==> config.mk <==
export PLATFORM = sky130hd
export DESIGN_NAME = waitgen_top
export DESIGN_NICKNAME = d
export VERILOG_FILES = /design/src/rtl/waitgen_pkg.sv /design/src/rtl/waitgen_dp.sv /design/src/rtl/waitgen_ctrl.sv /design/src/rtl/waitgen_top.sv
export SDC_FILE = /design/constraint.sdc
export NUM_CORES = 1
export LEC_CHECK = 0
export BUFFER_PORTS_ARGS = -buffer_cell sky130_fd_sc_hd__buf_2
export CORE_MARGIN = 2
export CORE_UTILIZATION = 57
export CTS_CLUSTER_SIZE = 10
export DETAILED_ROUTE_END_ITERATION = 8
export PLACE_DENSITY = 0.81
export RECOVER_POWER = 25
export SLEW_MARGIN = 20
export SYNTH_ARGS = -nofsm -noshare
export SYNTH_HDL_FRONTEND = slang
export SYNTH_SLANG_ARGS = --single-unit
==> constraint.sdc <==
create_clock -name clk -period 2 [get_ports clk]
set_input_delay 0.3 -clock clk [delete_from_list [all_inputs] [get_ports clk]]
set_output_delay 0.3 -clock clk [all_outputs]
set_load 0.03 [all_outputs]
==> src/rtl/waitgen_pkg.sv <==
package waitgen_pkg;

  typedef enum logic [1:0] {
    PH_IDLE = 2'b00,
    PH_T1   = 2'b01,
    PH_T2   = 2'b10,
    PH_T3   = 2'b11
  } phase_t;

  // strobes from control to datapath
  typedef struct packed {
    logic startCycle;  // capture selected word, load T1 count
    logic loadT2;      // load T2 count from captured word
    logic loadT3;      // load T3 count from captured word
    logic decCnt;      // consume one wait clock
  } ctrlStrobes_t;

endpackage

==> src/rtl/waitgen_dp.sv <==
module waitgen_dp
  import waitgen_pkg::*;
#(
  parameter int NUM_REGIONS = 3,
  parameter int SEL_W       = 2,
  parameter int T1_BITS     = 3,
  parameter int T2_BITS     = 2,
  parameter int T3_BITS     = 3,
  localparam int CFG_W      = T1_BITS + T2_BITS + T3_BITS,
  localparam int CNT_W      = (T1_BITS > T2_BITS) ?
                              ((T1_BITS > T3_BITS) ? T1_BITS : T3_BITS) :
                              ((T2_BITS > T3_BITS) ? T2_BITS : T3_BITS)
) (
  input  logic             clk,
  input  logic             rstN,
  input  ctrlStrobes_t     strobes,
  input  logic [SEL_W-1:0] regionSel,
  input  logic             cfgWrEn,
  input  logic [SEL_W-1:0] cfgWrSel,
  input  logic [CFG_W-1:0] cfgWrData,
  output logic             cntZero
);

  localparam int T3_LO = 0;
  localparam int T2_LO = T3_BITS;
  localparam int T1_LO = T3_BITS + T2_BITS;

  logic [CFG_W-1:0] cfgRegs [NUM_REGIONS];
  logic [CFG_W-1:0] cfgSel;
  logic [CFG_W-1:0] cfgLatched;
  logic [CNT_W-1:0] waitCnt;

  // one delay word per region
  for (genvar g = 0; g < NUM_REGIONS; g++) begin : g_region
    always_ff @(posedge clk or negedge rstN) begin
      if (!rstN) begin
        cfgRegs[g] <= '0;
      end else if (cfgWrEn && (int'(cfgWrSel) == g)) begin
        cfgRegs[g] <= cfgWrData;
      end
    end
  end

  // out-of-range region codes fall to the top region
  always_comb begin
    if (int'(regionSel) >= NUM_REGIONS) cfgSel = cfgRegs[NUM_REGIONS-1];
    else                                cfgSel = cfgRegs[regionSel];
  end

  always_ff @(posedge clk or negedge rstN) begin
    if (!rstN) begin
      cfgLatched <= '0;
      waitCnt    <= '0;
    end else if (strobes.startCycle) begin
      cfgLatched <= cfgSel;
      waitCnt    <= CNT_W'(cfgSel[T1_LO +: T1_BITS]);
    end else if (strobes.loadT2) begin
      waitCnt    <= CNT_W'(cfgLatched[T2_LO +: T2_BITS]);
    end else if (strobes.loadT3) begin
      waitCnt    <= CNT_W'(cfgLatched[T3_LO +: T3_BITS]);
    end else if (strobes.decCnt) begin
      waitCnt    <= waitCnt - 1'b1;
    end
  end

  assign cntZero = (waitCnt == '0);

endmodule

==> src/rtl/waitgen_ctrl.sv <==
module waitgen_ctrl
  import waitgen_pkg::*;
(
  input  logic         clk,
  input  logic         rstN,
  input  logic         cycleStart,
  input  logic         cntZero,
  output ctrlStrobes_t strobes,
  output phase_t       phase,
  output logic         waitActive,
  output logic         cycleDone
);

  phase_t phaseNext;

  always_comb begin
    phaseNext = phase;
    strobes   = '0;
    unique case (phase)
      PH_IDLE: begin
        if (cycleStart) begin
          phaseNext          = PH_T1;
          strobes.startCycle = 1'b1;
        end
      end
      PH_T1: begin
        if (!cntZero) strobes.decCnt = 1'b1;
        else begin
          phaseNext      = PH_T2;
          strobes.loadT2 = 1'b1;
        end
      end
      PH_T2: begin
        if (!cntZero) strobes.decCnt = 1'b1;
        else begin
          phaseNext      = PH_T3;
          strobes.loadT3 = 1'b1;
        end
      end
      PH_T3: begin
        if (!cntZero) strobes.decCnt = 1'b1;
        else if (cycleStart) begin
          phaseNext          = PH_T1;
          strobes.startCycle = 1'b1;
        end else begin
          phaseNext = PH_IDLE;
        end
      end
      default: phaseNext = PH_IDLE;
    endcase
  end

  always_ff @(posedge clk or negedge rstN) begin
    if (!rstN) phase <= PH_IDLE;
    else       phase <= phaseNext;
  end

  assign waitActive = (phase != PH_IDLE) && !cntZero;
  assign cycleDone  = (phase == PH_T3) && cntZero;

endmodule

==> src/rtl/waitgen_top.sv <==
module waitgen_top
  import waitgen_pkg::*;
#(
  parameter int NUM_REGIONS = 3,
  parameter int SEL_W       = 2,
  parameter int T1_BITS     = 3,
  parameter int T2_BITS     = 2,
  parameter int T3_BITS     = 3,
  localparam int CFG_W      = T1_BITS + T2_BITS + T3_BITS
) (
  input  logic             clk,
  input  logic             rstN,
  input  logic             cycleStart,
  input  logic [SEL_W-1:0] regionSel,
  input  logic             cfgWrEn,
  input  logic [SEL_W-1:0] cfgWrSel,
  input  logic [CFG_W-1:0] cfgWrData,
  output logic [1:0]       phase,
  output logic             waitActive,
  output logic             cycleDone
);

  ctrlStrobes_t strobes;
  logic         cntZero;
  phase_t       phaseInt;

  waitgen_ctrl ctrl_i (
    .clk        (clk),
    .rstN       (rstN),
    .cycleStart (cycleStart),
    .cntZero    (cntZero),
    .strobes    (strobes),
    .phase      (phaseInt),
    .waitActive (waitActive),
    .cycleDone  (cycleDone)
  );

  waitgen_dp #(
    .NUM_REGIONS (NUM_REGIONS),
    .SEL_W       (SEL_W),
    .T1_BITS     (T1_BITS),
    .T2_BITS     (T2_BITS),
    .T3_BITS     (T3_BITS)
  ) dp_i (
    .clk        (clk),
    .rstN       (rstN),
    .strobes    (strobes),
    .regionSel  (regionSel),
    .cfgWrEn    (cfgWrEn),
    .cfgWrSel   (cfgWrSel),
    .cfgWrData  (cfgWrData),
    .cntZero    (cntZero)
  );

  assign phase = phaseInt;

endmodule

==> results.py <==
metrics = {
    "grt": {
        "grt_max_degree": 35,
        "grtUsageTotal": 0.215,
        "grt_pass1_wl_mm": 5.53,
        "initial_antenna_violation_count": 0,
        "overflow": 0,
        "grt_pass1_vias": 1235,
    },
    "synth": {
        "post-synth-top-area-cell": "sky130_fd_sc_hd__dfrtp_1",
        "yosys_warnings": 0,
        "netlist_top_cells_area": "sky130_fd_sc_hd__dfrtp_1 48%, sky130_fd_sc_hd__mux2_2 10%, sky130_fd_sc_hd__mux2_1 5.7%",
        "synth.distinct_cells": 36,
        "synth_enable_flop_cells": 0,
        "share_of_synthesized_cell_area_in_and_or_nand_and_nor_gates": 0.0991,
        "synth-main-ff-cell": "sky130_fd_sc_hd__dfrtp_1",
        "compound_gate_fraction_of_synth_area": 0.130,
        "yosysMostFrequentCell": "sky130_fd_sc_hd__dfrtp_1",
        "postSynthNetCount": 175,
        "postSynthAreaPerCell_um2": 11.6,
        "yosys.area_share.xor_xnor": 0,
        "synthDominantCellAreaShare": 0.481,
        "dominant_combinational_cell_family_by_area_after_synthesis": "multiplexers",
        "synthTopCellsByCount": "34 x sky130_fd_sc_hd__dfrtp_1, 16 x sky130_fd_sc_hd__mux2_2, 11 x sky130_fd_sc_hd__o21ai_0",
        "synthArstFlopShare": 1.00,
        "seq_area_frac_synth": 0.481,
        "adder_cell_area_share_of_the_yosys_netlist": 0.0495,
        "synth_seq_cells": 34,
        "post_synth_instance_area_um2": 1770,
        "syn-instance-count": 152,
        "muxShareOfSynthArea": 0.210,
    },
    "timing": {
        "slew_violations": 35,
        "final.min_clock_period_ns": 1.87,
        "fin_crit_sh": 0.933,
        "finalSetupViolations": 0,
        "timing.slew.headroom": -0.140,
        "maximum_operating_frequency_ghz": 0.536,
        "timing_hold_violations_final": 0,
        "finalWorstSetupSlack_ns": 0.134,
        "max_slew.worst_pin.slew_ns": 1.71,
        "setup_tns_ns": 0,
        "fin_worst_hold_slack_ns": 0.194,
        "worst_clock_skew_ns": 0.0126,
        "rsz0062_at_grt": "false",
    },
    "power_and_ir_drop": {
        "p_total_mw": 2.48,
        "ir_worst_vdd_mv": 0.682,
        "power.leakage_nw": 0.909,
        "cellPowerDensity_nw_per_um2": 1260,
    },
    "critical_path": {
        "crit_required_ns": 2.25,
        "worstPathCellList": "inv_1 > ha_1 > nor2b_1 > buf_4 > nand2_1 > nor3b_1 > o41ai_2",
        "cell_with_the_biggest_individual_delay_on_the_critical_path": "sky130_fd_sc_hd__dfrtp_1",
        "max_stage_delay_ns": 0.42,
        "cpLargestDelayFamily": "simple AND/OR/NAND/NOR gates",
        "crit_fanout": 8,
        "critical_path_buffer_and_inverter_count": 2,
        "critPathCaptureType": "flip-flop",
        "cp.arrival_ns": 2.11,
        "timing.critical_path.from_type": "flip-flop",
        "setup.worst_path.class": "reg -> reg",
    },
    "drt": {
        "drc_errors": 0,
        "detail_route.iter0.violations": 58,
        "routed_wire_length_per_instance_um": 14.6,
        "postRouteAntennaNets": 0,
        "viasPerCell": 5.76,
        "firstDrtPassIters": 4,
        "totalWireLength_mm": 3.07,
        "vias": 1209,
    },
    "clocking": {
        "cts_tree": "built",
        "cts-root-to-sink-buffers": 2,
        "clock_sink_count": 34,
        "cts-buffers-inserted": 5,
        "htree_num_levels": 2,
        "post_cts.resized_instances": 0,
        "worst_setup_hold_path_clk_slew_ns": 0.10,
        "cts.root.buffer_cell": "sky130_fd_sc_hd__clkbuf_4",
        "cts_hold_buf": 0,
        "clk_latency_ns": 0.34,
        "postCtsSetupRepairBufs": 0,
    },
    "final_layout": {
        "final_design_area_no_fill_um2": 1960,
        "fraction_of_layout_cells_with_a_size_suffix_above_1": 0.282,
        "finalNetCount": 199,
        "n_fill_cell": 237,
        "antenna-diode-count": 0,
        "areaGrowthSynthToFinish_pct": 10.8,
    },
    "place": {
        "count_of_input_and_output_buffers": 19,
        "post-dp-hpwl_mm": 2.33,
        "placed_instance_area_um2": 1900,
        "gp_congestion": 0.931,
        "dp_slack_ns": 0.172,
    },
    "die": {
        "area_enclosed_by_the_die_boundary_um2": 3560,
        "placement_rows": 20,
        "floorplan.initialDensity": 0.589,
        "die_h_um": 59.7,
        "dieWidth_um": 59.7,
        "floorplan.core_area_um2": 3000,
        "io_pins": 20,
    },
    "worst_hold_path": {
        "worst_min_delay_path_category": "in -> reg",
    },
    "status": {
        "run_status": "finished, violations left",
        "violations": "capacitance limit, slew limit",
    },
    "run": {
        "drv_cap": 1,
    },
}
-- routing by layer --
metal,wire (um),vias to the layer above,track usage
li1,-,595,-
met1,1360,579,0.266
met2,1530,27,0.357
met3,109,8,0.0455
met4,65,0,0.105
met5,0,-,0
-- stage by stage --
stage	std cells	utilization
after CTS	210	0.653
after global routing	210	0.653
after global placement	202	0.633
after detailed placement	202	0.633
final	210	0.653
after floorplan	152	-
-- where the power goes --
group	internal, mW	switching [mW]
Sequential	0.879	0.131
Combinational	0.477	0.603
Clock	0.170	0.218
Total	1.53	0.952
-- sequential cells by signal, indices dropped and copies added, names as in the netlist --
| name | flops |
|---|---|
| dp_i.waitCnt | 3 |
| ctrl_i.phase | 2 |
| dp_i.cfgRegs | 24 |
| dp_i.cfgLatched | 5 |
-- final timing paths --
path / start / endpoint / slack, ns / cells after the start
setup / recovery: dp_i.waitCnt[0] / dp_i.waitCnt[1] / 0.13 / 7
hold / removal: cfgWrData[5] / dp_i.cfgRegs[21] / 0.19 / 2
setup reg to reg: dp_i.waitCnt[0] / dp_i.waitCnt[1] / 0.13 / 7
hold reg to reg: dp_i.cfgLatched[1] / dp_i.cfgLatched[1] / 0.49 / 2
max in group asynchronous: rstN / dp_i.cfgRegs[3] / 0.61 / 1
min in group asynchronous: rstN / dp_i.cfgRegs[5] / 0.39 / 1
-- logic make-up (layout without fill, tap and decap cells) --
logic type / Yosys count / in the layout
buffers and inverters: 12 / 37
AOI/OAI and AO/OA: 33 / 33
muxes: 34 / 34
adders and majority gates: 7 / 7
and+or+nand+nor: 32 / 32
DFF: 34 / 34
-- cells in the final DEF (no fill, tap or decap), types with 2 or more instances in the layout --
cell,n
sky130_fd_sc_hd__nand2b_1,2
sky130_fd_sc_hd__nor2b_1,2
sky130_fd_sc_hd__mux2_1,9
sky130_fd_sc_hd__buf_2,18
sky130_fd_sc_hd__nand2_1,9
sky130_fd_sc_hd__o21ai_0,11
sky130_fd_sc_hd__a21oi_1,8
sky130_fd_sc_hd__nor2_1,9
sky130_fd_sc_hd__clkbuf_1,2
sky130_fd_sc_hd__nand3b_1,2
sky130_fd_sc_hd__o41ai_2,2
sky130_fd_sc_hd__buf_4,3
sky130_fd_sc_hd__inv_1,6
sky130_fd_sc_hd__ha_1,7
sky130_fd_sc_hd__a211oi_1,2
sky130_fd_sc_hd__nor3b_1,2
sky130_fd_sc_hd__dfrtp_1,34
sky130_fd_sc_hd__clkbuf_4,5
sky130_fd_sc_hd__mux2i_1,9
sky130_fd_sc_hd__mux2_2,16
-- cell type report --
| class | instances | area, um^2 | share of cell area |
|---|---|---|---|
| clock buffers | 7 | 55.1 | 0.0281 |
| clock inverters | 1 | 5.00 | 0.00255 |
| inverters | 7 | 26.3 | 0.0134 |
| multi-input cells | 106 | 865 | 0.441 |
| flip-flops and latches | 34 | 851 | 0.434 |
| well taps | 33 | 41.3 | 0.0211 |
| repair buffers | 22 | 116 | 0.0594 |
Power figures use the tool's default switching activity.
